[src/rtl/zs_rd_pkg.sv]
package zs_rd_pkg;
   typedef enum logic [2:0] {
      ST_IDLE,
      ST_COLF,
      ST_SPF,
      ST_PXF,
      ST_DATA,
      ST_PASS
   } rd_state_e;
endpackage

[src/rtl/zs_hit_map.sv]
module zs_hit_map #(
   parameter int NPIX    = 32,
   parameter int SP_SIZE = 16,
   localparam int NSP    = NPIX / SP_SIZE
) (
   input  logic [NPIX-1:0] hit_flags,
   output logic [NSP-1:0]  sp_hit,
   output logic            col_hit
);
   for (genvar s = 0; s < NSP; s++) begin : g_sp
      assign sp_hit[s] = |hit_flags[s*SP_SIZE +: SP_SIZE];
   end
   assign col_hit = |sp_hit;
endmodule

[src/rtl/zs_pos_cnt.sv]
module zs_pos_cnt #(
   parameter int DBITS   = 8,
   parameter int SP_SIZE = 16,
   parameter int NSP     = 2,
   localparam int BW     = $clog2(DBITS),
   localparam int PW     = $clog2(SP_SIZE),
   localparam int SW     = $clog2(NSP)
) (
   input  logic          clk,
   input  logic          rst_n,
   input  logic          clr,
   input  logic          bit_step,
   input  logic          pix_step,
   input  logic          sp_step,
   output logic [BW-1:0] bit_cnt,
   output logic [PW-1:0] pix_cnt,
   output logic [SW-1:0] sp_cnt,
   output logic          bit_last,
   output logic          pix_last,
   output logic          sp_last
);
   assign bit_last = (bit_cnt == BW'(DBITS-1));
   assign pix_last = (pix_cnt == PW'(SP_SIZE-1));
   assign sp_last  = (sp_cnt  == SW'(NSP-1));

   always_ff @(posedge clk or negedge rst_n) begin
      if (!rst_n) begin
         bit_cnt <= '0;
         pix_cnt <= '0;
         sp_cnt  <= '0;
      end else if (clr) begin
         bit_cnt <= '0;
         pix_cnt <= '0;
         sp_cnt  <= '0;
      end else if (sp_step) begin
         bit_cnt <= '0;
         pix_cnt <= '0;
         sp_cnt  <= sp_cnt + 1'b1;
      end else if (pix_step) begin
         bit_cnt <= '0;
         pix_cnt <= pix_cnt + 1'b1;
         if (pix_last) sp_cnt <= sp_cnt + 1'b1;
      end else if (bit_step) begin
         bit_cnt <= bit_cnt + 1'b1;
      end
   end

   a_r11_bit_range : assert property (@(posedge clk) disable iff (!rst_n)
      bit_cnt <= BW'(DBITS-1));
   a_r11_one_step : assert property (@(posedge clk) disable iff (!rst_n)
      $onehot0({clr, bit_step, pix_step, sp_step}));
endmodule

[src/rtl/zs_col_readout.sv]
module zs_col_readout
   import zs_rd_pkg::*;
#(
   parameter int ROWS  = 16,
   parameter int SP_W  = 2,
   parameter int SP_H  = 8,
   parameter int DBITS = 8,
   localparam int NPIX    = 2 * ROWS,
   localparam int SP_SIZE = SP_W * SP_H,
   localparam int NSP     = NPIX / SP_SIZE,
   localparam int BW      = $clog2(DBITS),
   localparam int PW      = $clog2(SP_SIZE),
   localparam int SW      = $clog2(NSP)
) (
   input  logic            clk,
   input  logic            rst_n,
   input  logic            tok_in,
   input  logic            compress_en,
   input  logic            last_col,
   input  logic [NPIX-1:0] hit_flags,
   input  logic            pix_bit_in,
   output logic            col_shift_en,
   output logic            ser_out,
   output logic            ser_valid,
   output logic            tok_out,
   output logic            done
);
   if (ROWS % SP_H != 0) begin : g_bad_rows
      $error("ROWS must be a multiple of SP_H");
   end
   if (SP_W != 2) begin : g_bad_spw
      $error("a double column needs SP_W = 2");
   end
   if (DBITS < 2) begin : g_bad_dbits
      $error("DBITS must be at least 2");
   end
   if ((NSP < 2) || ((NSP & (NSP-1)) != 0) || ((SP_SIZE & (SP_SIZE-1)) != 0)) begin : g_bad_nsp
      $error("super-pixel count and size must be powers of two, count >= 2");
   end

   rd_state_e state, nxt;
   logic mode_q;

   logic [NSP-1:0] sp_hit;
   logic           col_hit;
   logic [BW-1:0]  bit_cnt;
   logic [PW-1:0]  pix_cnt;
   logic [SW-1:0]  sp_cnt;
   logic           bit_last, pix_last, sp_last;
   logic           clr, bit_step, pix_step, sp_step;
   logic           cur_hit;

   zs_hit_map #(.NPIX(NPIX), .SP_SIZE(SP_SIZE)) u_map (
      .hit_flags (hit_flags),
      .sp_hit    (sp_hit),
      .col_hit   (col_hit)
   );

   zs_pos_cnt #(.DBITS(DBITS), .SP_SIZE(SP_SIZE), .NSP(NSP)) u_cnt (
      .clk      (clk),
      .rst_n    (rst_n),
      .clr      (clr),
      .bit_step (bit_step),
      .pix_step (pix_step),
      .sp_step  (sp_step),
      .bit_cnt  (bit_cnt),
      .pix_cnt  (pix_cnt),
      .sp_cnt   (sp_cnt),
      .bit_last (bit_last),
      .pix_last (pix_last),
      .sp_last  (sp_last)
   );

   assign cur_hit = hit_flags[{sp_cnt, pix_cnt}];

   always_comb begin
      nxt          = state;
      clr          = 1'b0;
      bit_step     = 1'b0;
      pix_step     = 1'b0;
      sp_step      = 1'b0;
      ser_valid    = 1'b0;
      ser_out      = 1'b0;
      col_shift_en = 1'b0;
      tok_out      = 1'b0;
      done         = 1'b0;
      unique case (state)
         ST_IDLE: begin
            clr = 1'b1;
            if (tok_in) nxt = compress_en ? ST_COLF : ST_DATA;
         end
         ST_COLF: begin
            ser_valid = 1'b1;
            ser_out   = col_hit;
            nxt       = col_hit ? ST_SPF : ST_PASS;
         end
         ST_SPF: begin
            ser_valid = 1'b1;
            ser_out   = sp_hit[sp_cnt];
            if (sp_hit[sp_cnt]) begin
               nxt = ST_PXF;
            end else begin
               sp_step = 1'b1;
               nxt     = sp_last ? ST_PASS : ST_SPF;
            end
         end
         ST_PXF: begin
            ser_valid = 1'b1;
            ser_out   = cur_hit;
            if (cur_hit) begin
               nxt = ST_DATA;
            end else begin
               pix_step = 1'b1;
               nxt      = pix_last ? (sp_last ? ST_PASS : ST_SPF) : ST_PXF;
            end
         end
         ST_DATA: begin
            ser_valid    = 1'b1;
            ser_out      = pix_bit_in;
            col_shift_en = 1'b1;
            if (!bit_last) begin
               bit_step = 1'b1;
            end else begin
               pix_step = 1'b1;
               if (mode_q)
                  nxt = pix_last ? (sp_last ? ST_PASS : ST_SPF) : ST_PXF;
               else
                  nxt = (pix_last && sp_last) ? ST_PASS : ST_DATA;
            end
         end
         ST_PASS: begin
            tok_out = 1'b1;
            done    = last_col;
            nxt     = ST_IDLE;
         end
         default: nxt = ST_IDLE;
      endcase
   end

   always_ff @(posedge clk or negedge rst_n) begin
      if (!rst_n) begin
         state  <= ST_IDLE;
         mode_q <= 1'b0;
      end else begin
         state <= nxt;
         if (state == ST_IDLE && tok_in) mode_q <= compress_en;
      end
   end

   a_r7_empty_pass : assert property (@(posedge clk) disable iff (!rst_n)
      (state == ST_COLF && !col_hit) |=> tok_out);
   a_r8_tok_pulse : assert property (@(posedge clk) disable iff (!rst_n)
      tok_out |=> !tok_out && !ser_valid);
   a_r6_shift_emits : assert property (@(posedge clk) disable iff (!rst_n)
      col_shift_en |-> ser_valid && !tok_out);
   a_r9_done_with_tok : assert property (@(posedge clk) disable iff (!rst_n)
      done |-> tok_out && last_col);
   a_r5_sp_skip : assert property (@(posedge clk) disable iff (!rst_n)
      (state == ST_SPF && !sp_hit[sp_cnt]) |=> !col_shift_en && state != ST_PXF);
   a_r10_busy_stays : assert property (@(posedge clk) disable iff (!rst_n)
      (state != ST_IDLE && state != ST_PASS) |=> state != ST_IDLE);
endmodule

[config.mk]
export PLATFORM = sky130hd
export DESIGN_NAME = zs_col_readout
export DESIGN_NICKNAME = d
export VERILOG_FILES = /design/src/rtl/zs_rd_pkg.sv /design/src/rtl/zs_hit_map.sv /design/src/rtl/zs_pos_cnt.sv /design/src/rtl/zs_col_readout.sv
export SDC_FILE = /design/constraint.sdc
export NUM_CORES = 1
export LEC_CHECK = 0
export BUFFER_PORTS_ARGS = -buffer_cell sky130_fd_sc_hd__buf_2
export CORE_MARGIN = 2
export CORE_UTILIZATION = 45
export DETAILED_ROUTE_END_ITERATION = 12
export PLACE_DENSITY = 0.84
export SYNTH_ARGS = -nofsm -noshare
export SYNTH_HDL_FRONTEND = slang
export SYNTH_SLANG_ARGS = --single-unit
[constraint.sdc]
create_clock -name clk -period 3.1 [get_ports clk]
set_input_delay 0.31 -clock clk [delete_from_list [all_inputs] [get_ports clk]]
set_output_delay 0.31 -clock clk [all_outputs]
set_load 0.05 [all_outputs]
==> results.tsv <==
metric	value	unit
ys.flop_type	dfrtp_1	
ir_drop	258.7	uV
nFillCells	276	
fp.dieArea	3478	sq um
multiInputGateArea	962.2	sq um
drt-total-wl	3.195	mm
syn_area	1360	sq um
grt_pass1_vias	1293	
required	2.79	ns
wire_per_inst	14.01	um
finalSetupTns	0	ns
timing.final.crit_share	0.8676	
clk-insertion-delay-late	0.27	ns
cts_buffer_depth	2	
firstDrtPassIters	8	
ant_nets	0	
seqPwrFrac	0.287	
critPathKind	flip-flop to output port	
synth_top_family_by_area	simple AND/OR/NAND/NOR gates	
max_cap_viol_count	0	
rows	19	
skew	0.01153	ns
violations	DRC	
die_y	58.98	um
reg2reg_slack	0.84	ns
cp-end-kind	output port	
tightest_slew	0.7749	ns
grt_max_degree	20	
hpwl	2.572	mm
regArea	300.3	sq um
path_max_fanout	17	
tritoncts	done	
timing.critical_path.to	ser_out	
antenna_found_initial	0	
synth.distinct_cells	48	
run_status	finished with violations	
crit_start	state[2]$_DFFE_PN0P_	
holdWs	0.3238	ns
syn_nets	202	
final_common_cell	buf_2	
leakage	0.6635	nW
clockPowerShare	0.094	
synth.yosys.seq_area_share	0.2208	
finalCriticalPeriod	2.689	ns
grt_pass1_wl	5.540	mm
hold_path.class	input pin to flip-flop	
dieWidth	58.98	um
drtIter0Drc	92	
swShare	0.5183	
insertedDiodeCount	0	
clockRootBuffer	clkbuf_4	
rr_startpoint	u_cnt.pix_cnt[2]$_DFFE_PN0P_	
via_per_inst	6.026	
ys_ff_latch	12	
slew_headroom	0.4794	
grt-ovfl-total	0	
final_cell_mix	42 x buf_2, 20 x mux2i_1, 12 x dfrtp_1, 11 x nand2_1	
r2r-end	u_cnt.sp_cnt$_DFFE_PN0P_	
power.density	644.4	nW/um^2
syn2layout_area_growth	14.35	%
rsz0062_at_grt	false	
drive_gt1_frac	0.2843	
numPortBuffers	42	
cp-start-kind	flip-flop	
io_pins	43	
synthMuxAreaShare	0.1748	
finalWeightedCongestion	0.8444	
start_util	0.4848	
power_frac_comb	0.619	
internal-power	0.4827	mW
r2r_cells	6	
synth_area_leaders	dfrtp_1 22%, mux2i_1 15%, buf_6 4.1%	
hold_viol	0	
power_switching	0.5195	mW
synth-edff-count	0	
setup_violations	0	
vias	1374	
cts.sinks	12	
max_freq	371.8	MHz
async_flop_share	1.000	
fin_nets	240	
synth_warnings	0	
path_clk_slew	0.08	ns
drc_errors	3	
cp.arrival	2.38	ns
cts_resized	0	
grt_use_total	0.2055	
yosys.area.top_type_share	0.2208	
avgSynthCellArea	8.448	sq um
cts_buffers	3	
synthCells	161	
synth_fa_ha_area_frac	0.02760	
h-tree-depth	1	
synth_compound_area_frac	0.1923	
drv_slew	0	
synth_largest_area_cell	dfrtp_1	
power.total	1.002	mW
synthXorXnorAreaFrac	0.006440	
synth_simple_gate_area_frac	0.3063	
core	2805	sq um
-- layer usage --
| metal | vias up | part of all wire | global-route usage |
|---|---|---|---|
| met3 | 2 | 0.068 | 0.05240 |
| li1 | 695 | - | - |
| met4 | 0 | 0.0031 | 0.02922 |
| met2 | 41 | 0.46 | 0.3381 |
| met5 | - | 0 | 0 |
| met1 | 636 | 0.47 | 0.2791 |
-- registers in the layout (all words and copies together), names as in the netlist --
signal and flops:
mode_q 1, state 3, u_cnt.bit_cnt 3, u_cnt.pix_cnt 4, u_cnt.sp_cnt 1
-- critical path, cell delays in order (launching register included) --
cell and delay [ns]:
dfrtp_1 0.54, nor3b_1 0.57, o21ai_0 0.18, a22oi_1 0.22, a21oi_1 0.06, o32ai_1 0.22
buf_2 0.30
-- power groups by stage --
stage	clock, mW	combinational (mW)	sequential [mW]
detailed placement	0	0.617	0.289
global placement	0	0.608	0.284
floorplan	0	0.562	0.224
CTS	0.0963	0.621	0.286
finish	0.0944	0.620	0.288
global route	0.111	0.684	0.300
-- kinds of logic (layout without fill, tap and decap cells) --
logic type	Yosys count	in the layout
multiplexers	23	23
adder cells (fa/ha/maj)	3	3
flip-flops	12	12
AO/OA/AOI/OAI	37	37
buffers and inverters	12	48
AND/OR/NAND/NOR	73	73
XOR/XNOR	1	1
-- worst min-delay path by stage --
stage | slack, ns | cells past startpoint | start | to
floorplan | 0.01 | 0 | rst_n | mode_q$_DFFE_PN0P_
global placement | 0.20 | 1 | rst_n | state[0]$_DFFE_PN0P_
detailed placement | 0.21 | 1 | rst_n | state[0]$_DFFE_PN0P_
CTS | 0.32 | 2 | compress_en | mode_q$_DFFE_PN0P_
global route | 0.31 | 2 | compress_en | mode_q$_DFFE_PN0P_
finish | 0.32 | 2 | compress_en | mode_q$_DFFE_PN0P_
-- final cells by class --
class | count | share of cell area
timing repair buffer | 44 | 0.1464
tap | 31 | 0.02494
clock buffer | 3 | 0.01448
multi-input combinational | 137 | 0.6187
inverter | 1 | 0.002414
sequential | 12 | 0.1931
-- synth_stat cells, drive strengths merged (2+ instances only) --
library cell / n
nand2: 11
nor2b: 5
o2111ai: 2
and2: 3
ha: 3
nor3: 5
a21o: 4
nor2: 10
mux2: 3
and4: 3
a211oi: 4
dfrtp: 12
and3: 2
nand2b: 3
o21ai: 5
a21oi: 6
nand4: 4
clkbuf: 4
nand3: 12
a22oi: 6
mux2i: 20
nor4: 9
buf: 7
-- timing repair --
| action | 4_1_cts | 5_1_grt |
|---|---|---|
| endpoints found under the hold margin | 12 | 0 |
| endpoints found under the setup margin | 0 | 0 |
| buffers inserted | 0 | 0 |
| hold buffers | 1 | 0 |
-- metrics by stage --
stage	setup slack (ns)	std cells	util	area, sq um
after CTS	0.4529	228	0.5544	1555
after global routing	0.2401	228	0.5544	1555
after detailed placement	0.7741	224	0.5428	1523
after floorplan	0.2176	161	-	1360
after global placement	0.8204	224	0.5428	1523
final	0.4106	228	0.5544	1555
No activity file was read; power rests on OpenSTA's default activity.
